$ cat config.mk
export PLATFORM = sky130hd
export DESIGN_NAME = fn_out_router
export DESIGN_NICKNAME = d
export VERILOG_FILES = /design/src/rtl/fn_out_router.sv
export SDC_FILE = /design/constraint.sdc
export NUM_CORES = 1
export LEC_CHECK = 0
export BUFFER_PORTS_ARGS = -buffer_cell sky130_fd_sc_hd__buf_2
export CAP_MARGIN = 20
export CORE_UTILIZATION = 25
export DETAILED_ROUTE_END_ITERATION = 10
export PLACE_DENSITY = 0.61
export REMOVE_ABC_BUFFERS = 1
export SYNTH_ARGS = -nofsm -noshare
export SYNTH_HDL_FRONTEND = slang
export SYNTH_SLANG_ARGS = --single-unit
export TNS_END_PERCENT = 10
$ cat constraint.sdc
create_clock -name clk -period 3.8 [get_ports clk]
set_clock_uncertainty 0.05 [all_clocks]
set_input_delay 0.76 -clock clk [delete_from_list [all_inputs] [get_ports clk]]
set_output_delay 0.76 -clock clk [all_outputs]
set_load 0.02 [all_outputs]
$ cat src/rtl/fn_out_router.sv
module fn_out_router #(
  parameter int SEL_W     = 2,
  parameter int FT_W      = 3,
  parameter int SPIS_CODE = 5
) (
  input  logic              clk,
  input  logic              rst_n,
  input  logic              cfg_we,
  input  logic [7:0]        cfg_wdata,
  output logic [7:0]        cfg_rdata,
  input  logic [FT_W-1:0]   func_type,
  input  logic              func_pri,
  input  logic              func_aux,
  input  logic [(1<<SEL_W)-1:0] aux_in,
  output logic [(1<<SEL_W)-1:0] row_pri,
  output logic [(1<<SEL_W)-1:0] row_aux,
  output logic              ss_n
);
  localparam int LINES   = 1 << SEL_W;
  localparam int PSEL_LO = 0;
  localparam int PEN_B   = PSEL_LO + SEL_W;
  localparam int ASEL_LO = PEN_B + 1;
  localparam int AEN_B   = ASEL_LO + SEL_W;

  logic [7:0]       cfg_q;
  logic             is_spis;
  logic             pri_en, aux_en;
  logic [SEL_W-1:0] pri_sel, aux_sel;

  always_ff @(posedge clk or negedge rst_n)
    if (!rst_n)      cfg_q <= '0;
    else if (cfg_we) cfg_q <= cfg_wdata;

  assign cfg_rdata = cfg_q;
  assign is_spis   = (func_type == FT_W'(SPIS_CODE));
  assign pri_en    = cfg_q[PEN_B];
  assign aux_en    = cfg_q[AEN_B];
  assign pri_sel   = cfg_q[PEN_B-1:PSEL_LO];
  assign aux_sel   = cfg_q[AEN_B-1:ASEL_LO];

  for (genvar i = 0; i < LINES; i++) begin : g_line
    assign row_pri[i] = pri_en && (pri_sel == SEL_W'(i)) && func_pri;
    assign row_aux[i] = !is_spis && aux_en && (aux_sel == SEL_W'(i)) && func_aux;
  end

  always_comb begin
    if (!is_spis)    ss_n = 1'b1;
    else if (aux_en) ss_n = aux_sel[0];
    else             ss_n = aux_in[aux_sel];
  end

  a_r2_write_lands: assert property (@(posedge clk) disable iff (!rst_n)
    cfg_we |=> cfg_rdata == $past(cfg_wdata));
  a_r2_hold: assert property (@(posedge clk) disable iff (!rst_n)
    !cfg_we |=> $stable(cfg_rdata));
  a_r3_one_line: assert property (@(posedge clk) disable iff (!rst_n)
    $onehot0(row_pri) && $onehot0(row_aux));
  a_r4_pri_off: assert property (@(posedge clk) disable iff (!rst_n)
    !cfg_rdata[2] |-> row_pri == '0);
  a_r6_spis_aux_off: assert property (@(posedge clk) disable iff (!rst_n)
    (func_type == FT_W'(SPIS_CODE)) |-> row_aux == '0);
  a_r8_fw_select: assert property (@(posedge clk) disable iff (!rst_n)
    (func_type == FT_W'(SPIS_CODE)) && cfg_rdata[5] |-> ss_n == cfg_rdata[3]);
  a_r9_ss_idle: assert property (@(posedge clk) disable iff (!rst_n)
    (func_type != FT_W'(SPIS_CODE)) |-> ss_n);
endmodule

After elaboration in Yosys (flattened, before gate mapping)
Cells that the tools add are included.
{"block": "classes", "magnitude_cmp": 1, "n_eq_ne": 7, "mux": 4, "n_reduce_logical": 20}
{"operator": "logical AND 1 bit", "count": 17}
{"operator": "== test 2 bit, second input constant", "count": 4}
{"operator": "== test 2 x 1 -> 1 bit, second input constant", "count": 2}
{"operator": "logical NOT 2 bit", "count": 2}
{"operator": "== test 3 bit, second input constant", "count": 1}
{"operator": "less-than comparator 2 x 3 -> 1 bit, second input constant", "count": 1}
{"operator": "2-to-1 mux 1 bit", "count": 3}
{"operator": "binary-select mux 1 bit (select 2 bit)", "count": 1}
{"operator": "logical NOT 1 bit", "count": 1}
{"block": "totals", "regBits": 8, "inputBits": 20, "out_inout_bits": 17, "wordCells": 33}

Depth between registers and ports, before layout
Gate-level depths: netlist of run 1.
{"block": "logic_depth", "depth_word": 5, "ltp_mapped": 3, "depth_no_buf": 2}

Worst setup path before layout of run 1
Ideal clock, no wire load.
{"block": "synth_path", "path_type": "input to output", "from": "in func_type[2]", "to": "out row_aux[1]", "t_arrival_ns": 1.732, "setup_slack_ns": 1.258, "stages": 2, "n_path_buf": 0, "path_cell_list": "and3b_1 -> nor4b_1"}
{"block": "synth_via", "elab_chain_cells": 5}
{"item": "start, declared", "line_no": "11", "rtl": "input logic [FT_W-1:0] func_type,"}
{"item": "== test 3 bit", "line_no": "35", "rtl": "assign is_spis = (func_type == FT_W'(SPIS_CODE));"}
{"item": "logical NOT 1 bit"}
{"item": "logical AND 1 bit (3 in series)", "line_no": "43", "rtl": "assign row_aux[i] = !is_spis && aux_en && (aux_sel == SEL_W'(i)) && func_aux;"}
{"item": "end, declared", "line_no": "16", "rtl": "output logic [(1<<SEL_W)-1:0] row_aux,"}
No other way between the ends.

Final worst setup path of run 1
{"block": "layout_path", "from": "in aux_in[3]", "to": "out ss_n"}
{"block": "layout_via", "elab_chain_cells": 4}
{"item": "start, declared", "line_no": "14", "rtl": "input logic [(1<<SEL_W)-1:0] aux_in,"}
{"item": "binary-select mux 1 bit (select 2 bit)", "line_no": "49", "rtl": "else ss_n = aux_in[aux_sel];"}
{"item": "2-to-1 mux 1 bit (implied by the code)", "line_no": "49"}
{"item": "2-to-1 mux 1 bit", "line_no": "48", "rtl": "else if (aux_en) ss_n = aux_sel[0];"}
{"item": "2-to-1 mux 1 bit", "line_no": "47", "rtl": "if (!is_spis) ss_n = 1'b1;"}
{"item": "end, declared", "line_no": "17", "rtl": "output logic ss_n"}
No other way between the ends. The select of a mux whose other input is x is not followed.

==> out/results.tsv, run 1 <==
stage	metric	value	unit
outcome	status	completed	
cts	cts_buffers	3	
synth	synthTopCellsByArea	dfrtp_1 48%, mux2_2 16%, mux4_2 5.4%	
sta	setup_tns	0	ps
cts	postCtsSetupRepairBufs	0	
critical_path	crit-reg2reg-capture	cfg_rdata[3]	
grt	grt_util_all_layers	11.76	%
routing	drt-wirelength-per-cell	10.74	um
floorplanning	die_width	42.76	um
sta	setup_viol	0	
routing	finalWirelength	977	um
synth	synthCells	37	
synth	synth_top_area_share	48.19	%
sta	slew_headroom	82.84	%
finish	fill_cells	162	
synth	post_synth_num_cell_types	17	
synth	ys.flop_type	dfrtp_1	
synth	yosys_warnings	0	
sta	finalHoldViolCount	0	
routing	ant_nets	0	
cts	clk_path_buf_depth	2	
pwr	power_leakage	0.0003379	uW
synth	synthArstFlopShare	100.0	%
synth	synth-compound-area-share	4.518	%
synth	synth_top_area_cell	dfrtp_1	
cts	clkTransAtPathRegs	50	ps
worst_hold_path	hp-class	primary input to asynchronous set/reset pin	
floorplanning	num_rows	14	
critical_path	cp-end-kind	primary output	
grt	antenna_found_initial	0	
critical_path	required	2990	ps
critical_path	worstSetupStartpoint	aux_in[3]	
sta	tightestPinTransition	253.9	ps
pwr	p_per_area	354.1	mW/mm^2
cts	cts_resized	0	
synth	ys_ff_latch	8	
sta	rsz0062_at_grt	no	
synth	synth-edff-count	0	
pwr	p_total	224.6	uW
cts	htreeDepth	1	
floorplanning	initial_core_util	27.26	%
placement	place.gp.congestion	0.6251	
routing	via_per_inst	4.615	
critical_path	worst-r2r-cell-count	1	
placement	post-place-ws	1240	ps
job	cap_violations	0	
critical_path	crit_fanout	1	
sta	finalWorstSetupSlack	1241	ps
sta	max_freq	0.3908	GHz
routing	drc	0	
synth	synthSimpleGateAreaFrac	22.89	%
synth	synthXorXnorAreaFrac	0	%
grt	grt_pass1_vias	397	
finish	largest_reg_flops	8	
cts	cts.sinks	8	
critical_path	crit_end	ss_n	
sta	finalMaxSlewViolations	0	
sta	period_minus_slack	2559	ps
placement	hpwlAfterDp	819.1	um
floorplanning	die-area	0.001828	sq mm
pwr	irDropWorstVdd	0.1910	mV
floorplanning	fp.dieH	42.76	um
synth	muxShareOfSynthArea	21.69	%
finish	nNetsFinal	97	
cts	cts-root-buf	clkbuf_4	
floorplanning	core	0.001524	sq mm
cts	cts_tree	yes	
critical_path	arrival	1750	ps
cts	worstSkewPairLatency	250	ps
finish	area_growth	52.71	%
grt	gr-total-overflow	0	
critical_path	critPathLaunchType	primary input	
finish	diodes	0	
routing	drt_iter0_drc	3	
synth	synth_area	415.4	sq um
grt	grt_start_max_net_pins	11	
cts	cts_hold_buffers	0	
finish	layout-drive-gt1-share	62.67	%
synth	synth_top_family_by_area	simple AND/OR/NAND/NOR gates	
finish	post_layout_nonfiller_instances	91	
synth	syn_area_per_cell	11.23	sq um
grt	grt_pass1_wl	1587	um
routing	dr.pass1.iters	2	
critical_path	regToRegStartpoint	cfg_rdata[3]	
critical_path	reg2reg_slack	2900	ps
critical_path	crit_type	primary input to primary output	
placement	dp.cells	88	
synth	yosysSeqAreaShare	48.19	%
sta	min_period_over_period	67.34	%
routing	dr_total_vias	420	
placement	port_buffers	36	
synth	synthAdderAreaFrac	0	%
floorplanning	ioPinCount	37	
-- kinds of logic after synthesis --
kind of cell | count (synthesis)
AO/OA/AOI/OAI | 3
buffers and inverters | 3
flip-flops | 8
multiplexers | 7
AND/OR/NAND/NOR | 16
-- critical path: stages --
cell and delay [ps]:
buf_2 90, mux4_2 450, a211o_1 290, buf_2 160
-- power breakdown --
| group | total (uW) | switching (uW) | internal, uW |
|---|---|---|---|
| combinational | 59.8 | 31.9 | 28.0 |
| clock | 62.0 | 26.0 | 35.9 |
| sequential | 103 | 9.11 | 93.7 |
| total | 225 | 67.0 | 158 |
-- cell type report --
type	instances	area, sq um	area share [%]
clock buffer	3	22.52	3.550
inverter	2	7.507	1.183
multi-input combinational	26	203.9	32.15
sequential	8	200.2	31.56
tap	16	20.02	3.156
timing repair buffer	36	180.2	28.40
-- cell usage after synthesis (all sizes together), types with 2 or more instances --
library cell  instances
dfrtp                 8
mux2                  6
nand2                 4
inv                   2
nor2                  2
nor3                  2
nor4b                 2
o21ai                 2
-- per-layer routing --
metal  up-vias  GRT usage, %  wire length, um
met5         -             0                0
li1        214             -                -
met1       190         14.10              417
met2        16         18.48              486
met3         0         6.809               73
met4         0         1.875                0
-- cells in the final DEF, fill, tap and decap left out --
cell type	count
nand3b_1	1
buf_2	36
and2_2	1
nand3_1	1
clkbuf_4	3
o21ai_0	2
dfrtp_1	8
nor4bb_1	1
nor4b_1	2
nor4_1	1
nor3_1	2
nand2_1	4
mux2_2	6
and3b_1	1
inv_1	2
a211o_1	1
nor2_1	2
mux4_2	1
-- how the worst min path moves through the flow --
stage                       from      endpoint  slack, ps  depth (start not counted)
floorplan                  rst_n  cfg_rdata[0]        410                          0
global placement    cfg_rdata[7]  cfg_rdata[7]        440                          1
detailed placement  cfg_rdata[6]  cfg_rdata[6]        450                          1
CTS                        rst_n  cfg_rdata[2]        290                          1
global route               rst_n  cfg_rdata[1]        300                          1
finish                     rst_n  cfg_rdata[7]        300                          1
-- stage by stage --
stage / hold WS, ps / area, sq um / util [%]
finish: 297.2 / 634.4 / 41.63
global route: 300.3 / 634.4 / 41.63
CTS: 294.6 / 634.4 / 41.63
detailed placement: 449.5 / 611.8 / 40.15
global placement: 437.1 / 611.8 / 40.15
floorplan: 414.4 / 411.6 / -
(Power assumes the default switching activity.)
==> run 2: changes to the inputs <==
--- a/config.mk
+++ b/config.mk
@@ -5,11 +5,12 @@
 export SDC_FILE = /design/constraint.sdc
 export NUM_CORES = 1
 export LEC_CHECK = 0
+export ABC_AREA = 1
 export BUFFER_PORTS_ARGS = -buffer_cell sky130_fd_sc_hd__buf_2
 export CAP_MARGIN = 20
 export CORE_UTILIZATION = 25
 export DETAILED_ROUTE_END_ITERATION = 10
-export PLACE_DENSITY = 0.61
+export PLACE_DENSITY = 0.64
 export REMOVE_ABC_BUFFERS = 1
 export SYNTH_ARGS = -nofsm -noshare
 export SYNTH_HDL_FRONTEND = slang
==> constraint.sdc (replaced) <==
create_clock -name clk -period 2.1 [get_ports clk]
set_clock_uncertainty 0.05 [all_clocks]
set_input_delay 0.42 -clock clk [delete_from_list [all_inputs] [get_ports clk]]
set_output_delay 0.42 -clock clk [all_outputs]
set_load 0.02 [all_outputs]
==> out/results.tsv, run 2 <==
stage	metric	value	unit
pwr	p_seq_share	44.4	%
synth	syn_area_per_cell	7.767	sq um
synth	yosys_warnings	0	
synth	synth-edff-count	0	
sta	setup_viol	0	
synth	ys.flop_type	dfrtp_1	
worst_hold_path	hp-class	primary input to flip-flop	
floorplanning	num_rows	14	
cts	cts_resized	0	
pwr	irDropWorstVdd	0.3124	mV
critical_path	worst-r2r-cell-count	2	
cts	postCtsSetupRepairBufs	0	
floorplanning	die_width	42.58	um
cts	htreeDepth	1	
outcome	status	completed	
placement	port_buffers	36	
pwr	p_total	409.2	uW
critical_path	cp-end-kind	primary output	
finish	nNetsFinal	114	
critical_path	crit_end	ss_n	
grt	grt_util_all_layers	12.80	%
finish	layout-drive-gt1-share	45.65	%
pwr	p_per_area	640.0	mW/mm^2
synth	yosysSeqAreaShare	48.63	%
routing	drt-wirelength-per-cell	9.917	um
placement	place.gp.congestion	0.7779	
grt	grt_start_max_net_pins	15	
finish	largest_reg_flops	8	
routing	ant_nets	0	
pwr	power_leakage	0.0003726	uW
routing	dr_total_vias	487	
floorplanning	die-area	0.001813	sq mm
grt	grt_pass1_wl	1766	um
critical_path	required	1630	ps
critical_path	crit_type	flip-flop to primary output	
synth	synthTopCellsByArea	dfrtp_1 49%, nand2_1 16%, o21ai_0 7.3%	
critical_path	regToRegStartpoint	cfg_rdata[3]	
job	cap_violations	0	
sta	rsz0062_at_grt	no	
synth	synth_area	411.6	sq um
synth	post_synth_num_cell_types	11	
sta	tightestPinTransition	252.9	ps
critical_path	crit-reg2reg-capture	cfg_rdata[3]	
sta	hold_slack	316.5	ps
grt	antenna_found_initial	0	
pwr	combPwrFrac	26.4	%
synth	synthArstFlopShare	100.0	%
critical_path	crit_fanout	7	
sta	max_freq	0.5712	GHz
sta	period_minus_slack	1751	ps
finish	mostFrequentLayoutCell	buf_2	
pwr	p_clk_share	29.2	%
finish	area_growth	55.32	%
routing	dr.pass1.iters	1	
synth	synth.most_common_cell	nand2_1	
pwr	sw_frac_of_total	32.54	%
worst_hold_path	hold_start	cfg_wdata[5]	
floorplanning	core	0.001524	sq mm
sta	finalHoldViolCount	0	
synth	yosys-top-cells-count	17 x nand2_1, 8 x dfrtp_1, 7 x inv_1	
routing	finalWirelength	1071	um
grt	gr-total-overflow	0	
sta	finalMaxSlewViolations	0	
cts	clkTransAtPathRegs	60	ps
pwr	p_switching	133.2	uW
critical_path	worstSetupStartpoint	cfg_rdata[3]	
routing	via_per_inst	4.509	
finish	mostFrequentLayoutCells	36 x buf_2, 17 x nand2_1, 8 x dfrtp_1	
floorplanning	ioPinCount	37	
routing	drc	0	
cts	cts-root-buf	clkbuf_4	
finish	diodes	0	
floorplanning	initial_core_util	27.01	%
synth	synthCells	53	
critical_path	reg2reg_slack	1280	ps
cts	clk_path_buf_depth	2	
pwr	cellInternalPower	276.1	uW
cts	cts_tree	yes	
synth	synth_top_area_cell	dfrtp_1	
sta	min_period_over_period	83.37	%
cts	worstSkewPairLatency	240	ps
sta	slew_headroom	82.98	%
synth	synth_top_area_share	48.63	%
sta	setup_tns	0	ps
grt	grt_pass1_vias	447	
routing	drt_iter0_drc	0	
synth	ys_ff_latch	8	
critical_path	arrival	1280	ps
placement	hpwlAfterDp	824	um
cts	cts.sinks	8	
floorplanning	fp.dieH	42.58	um
cts	cts_buffers	3	
critical_path	critPathLaunchType	flip-flop	
run 2: cell types whose count changed after synthesis, moves of 2 or more:
cell,previous run,this run
nor2_1,2,0
nor4b_1,2,0
nor3_1,2,4
o21ai_0,2,6
mux2_2,6,2
nor4_1,1,4
nand2_1,4,17
inv_1,2,7
run 2: metal layers:
| metal | global-route usage [%] | vias to the layer above | part of all wire (%) |
|---|---|---|---|
| met5 | 0 | - | 0 |
| met4 | 5.625 | 0 | 0 |
| met3 | 3.017 | 0 | 9.9 |
| met2 | 21.23 | 30 | 45 |
| met1 | 15.68 | 205 | 45 |
| li1 | - | 252 | - |
run 2: power by group through the flow:
stage / clock [uW] / sequential (uW) / combinational (uW)
4_1_cts: 121 / 182 / 109
3_5_place_dp: 0 / 184 / 108
6_report: 120 / 182 / 108
5_1_grt: 127 / 185 / 119
2_1_floorplan: 0 / 201 / 40.5
3_3_place_gp: 0 / 184 / 105
run 2: through the flow:
stage	instance area, sq um	instances	utilization, %	worst slack [ps]
floorplan	406.6	52	-	348.7
global placement	606.8	104	39.82	549.0
detailed placement	606.8	104	39.82	528.7
CTS	639.4	108	41.95	338.2
global route	639.4	108	41.95	250.3
finish	639.4	108	41.95	349.2
run 2: cells by family after synthesis:
kind of cell	share of synthesized area [%]
AOI/OAI and AO/OA	8.510
buffers and inverters	8.510
DFF	48.63
muxes	5.471
and+or+nand+nor	28.87
run 2: worst max-delay path: stages, from the launching register on:
cell     delay, ps
dfrtp_1        450
inv_2          120
nand2_1         50
nand2_1         50
nand2_1         50
nand2_1         60
nand2_1         50
nand2_1         50
buf_2          160
run 2: layout make-up:
| type | count | area, sq um |
|---|---|---|
| Timing Repair Buffer | 37 | 190.2 |
| Sequential cell | 8 | 200.2 |
| Clock buffer | 3 | 22.52 |
| Fill cell | 169 | 884.6 |
| Multi-Input combinational cell | 36 | 176.4 |
| Inverter | 8 | 30.03 |
| Tap cell | 16 | 20.02 |
run 2: worst min path at each step:
stage                   endpoint  slack, ps  cells past startpoint
global placement    cfg_rdata[7]        220                      1
finish              cfg_rdata[5]        320                      3
CTS                 cfg_rdata[5]        320                      3
detailed placement  cfg_rdata[7]        220                      1
floorplan           cfg_rdata[0]         70                      0
global route        cfg_rdata[5]        330                      3
run 2: what timing repair did:
item,CTS,global route
setup endpoints to repair,0,0
hold buffers,1,0
endpoints found under the hold margin,8,0
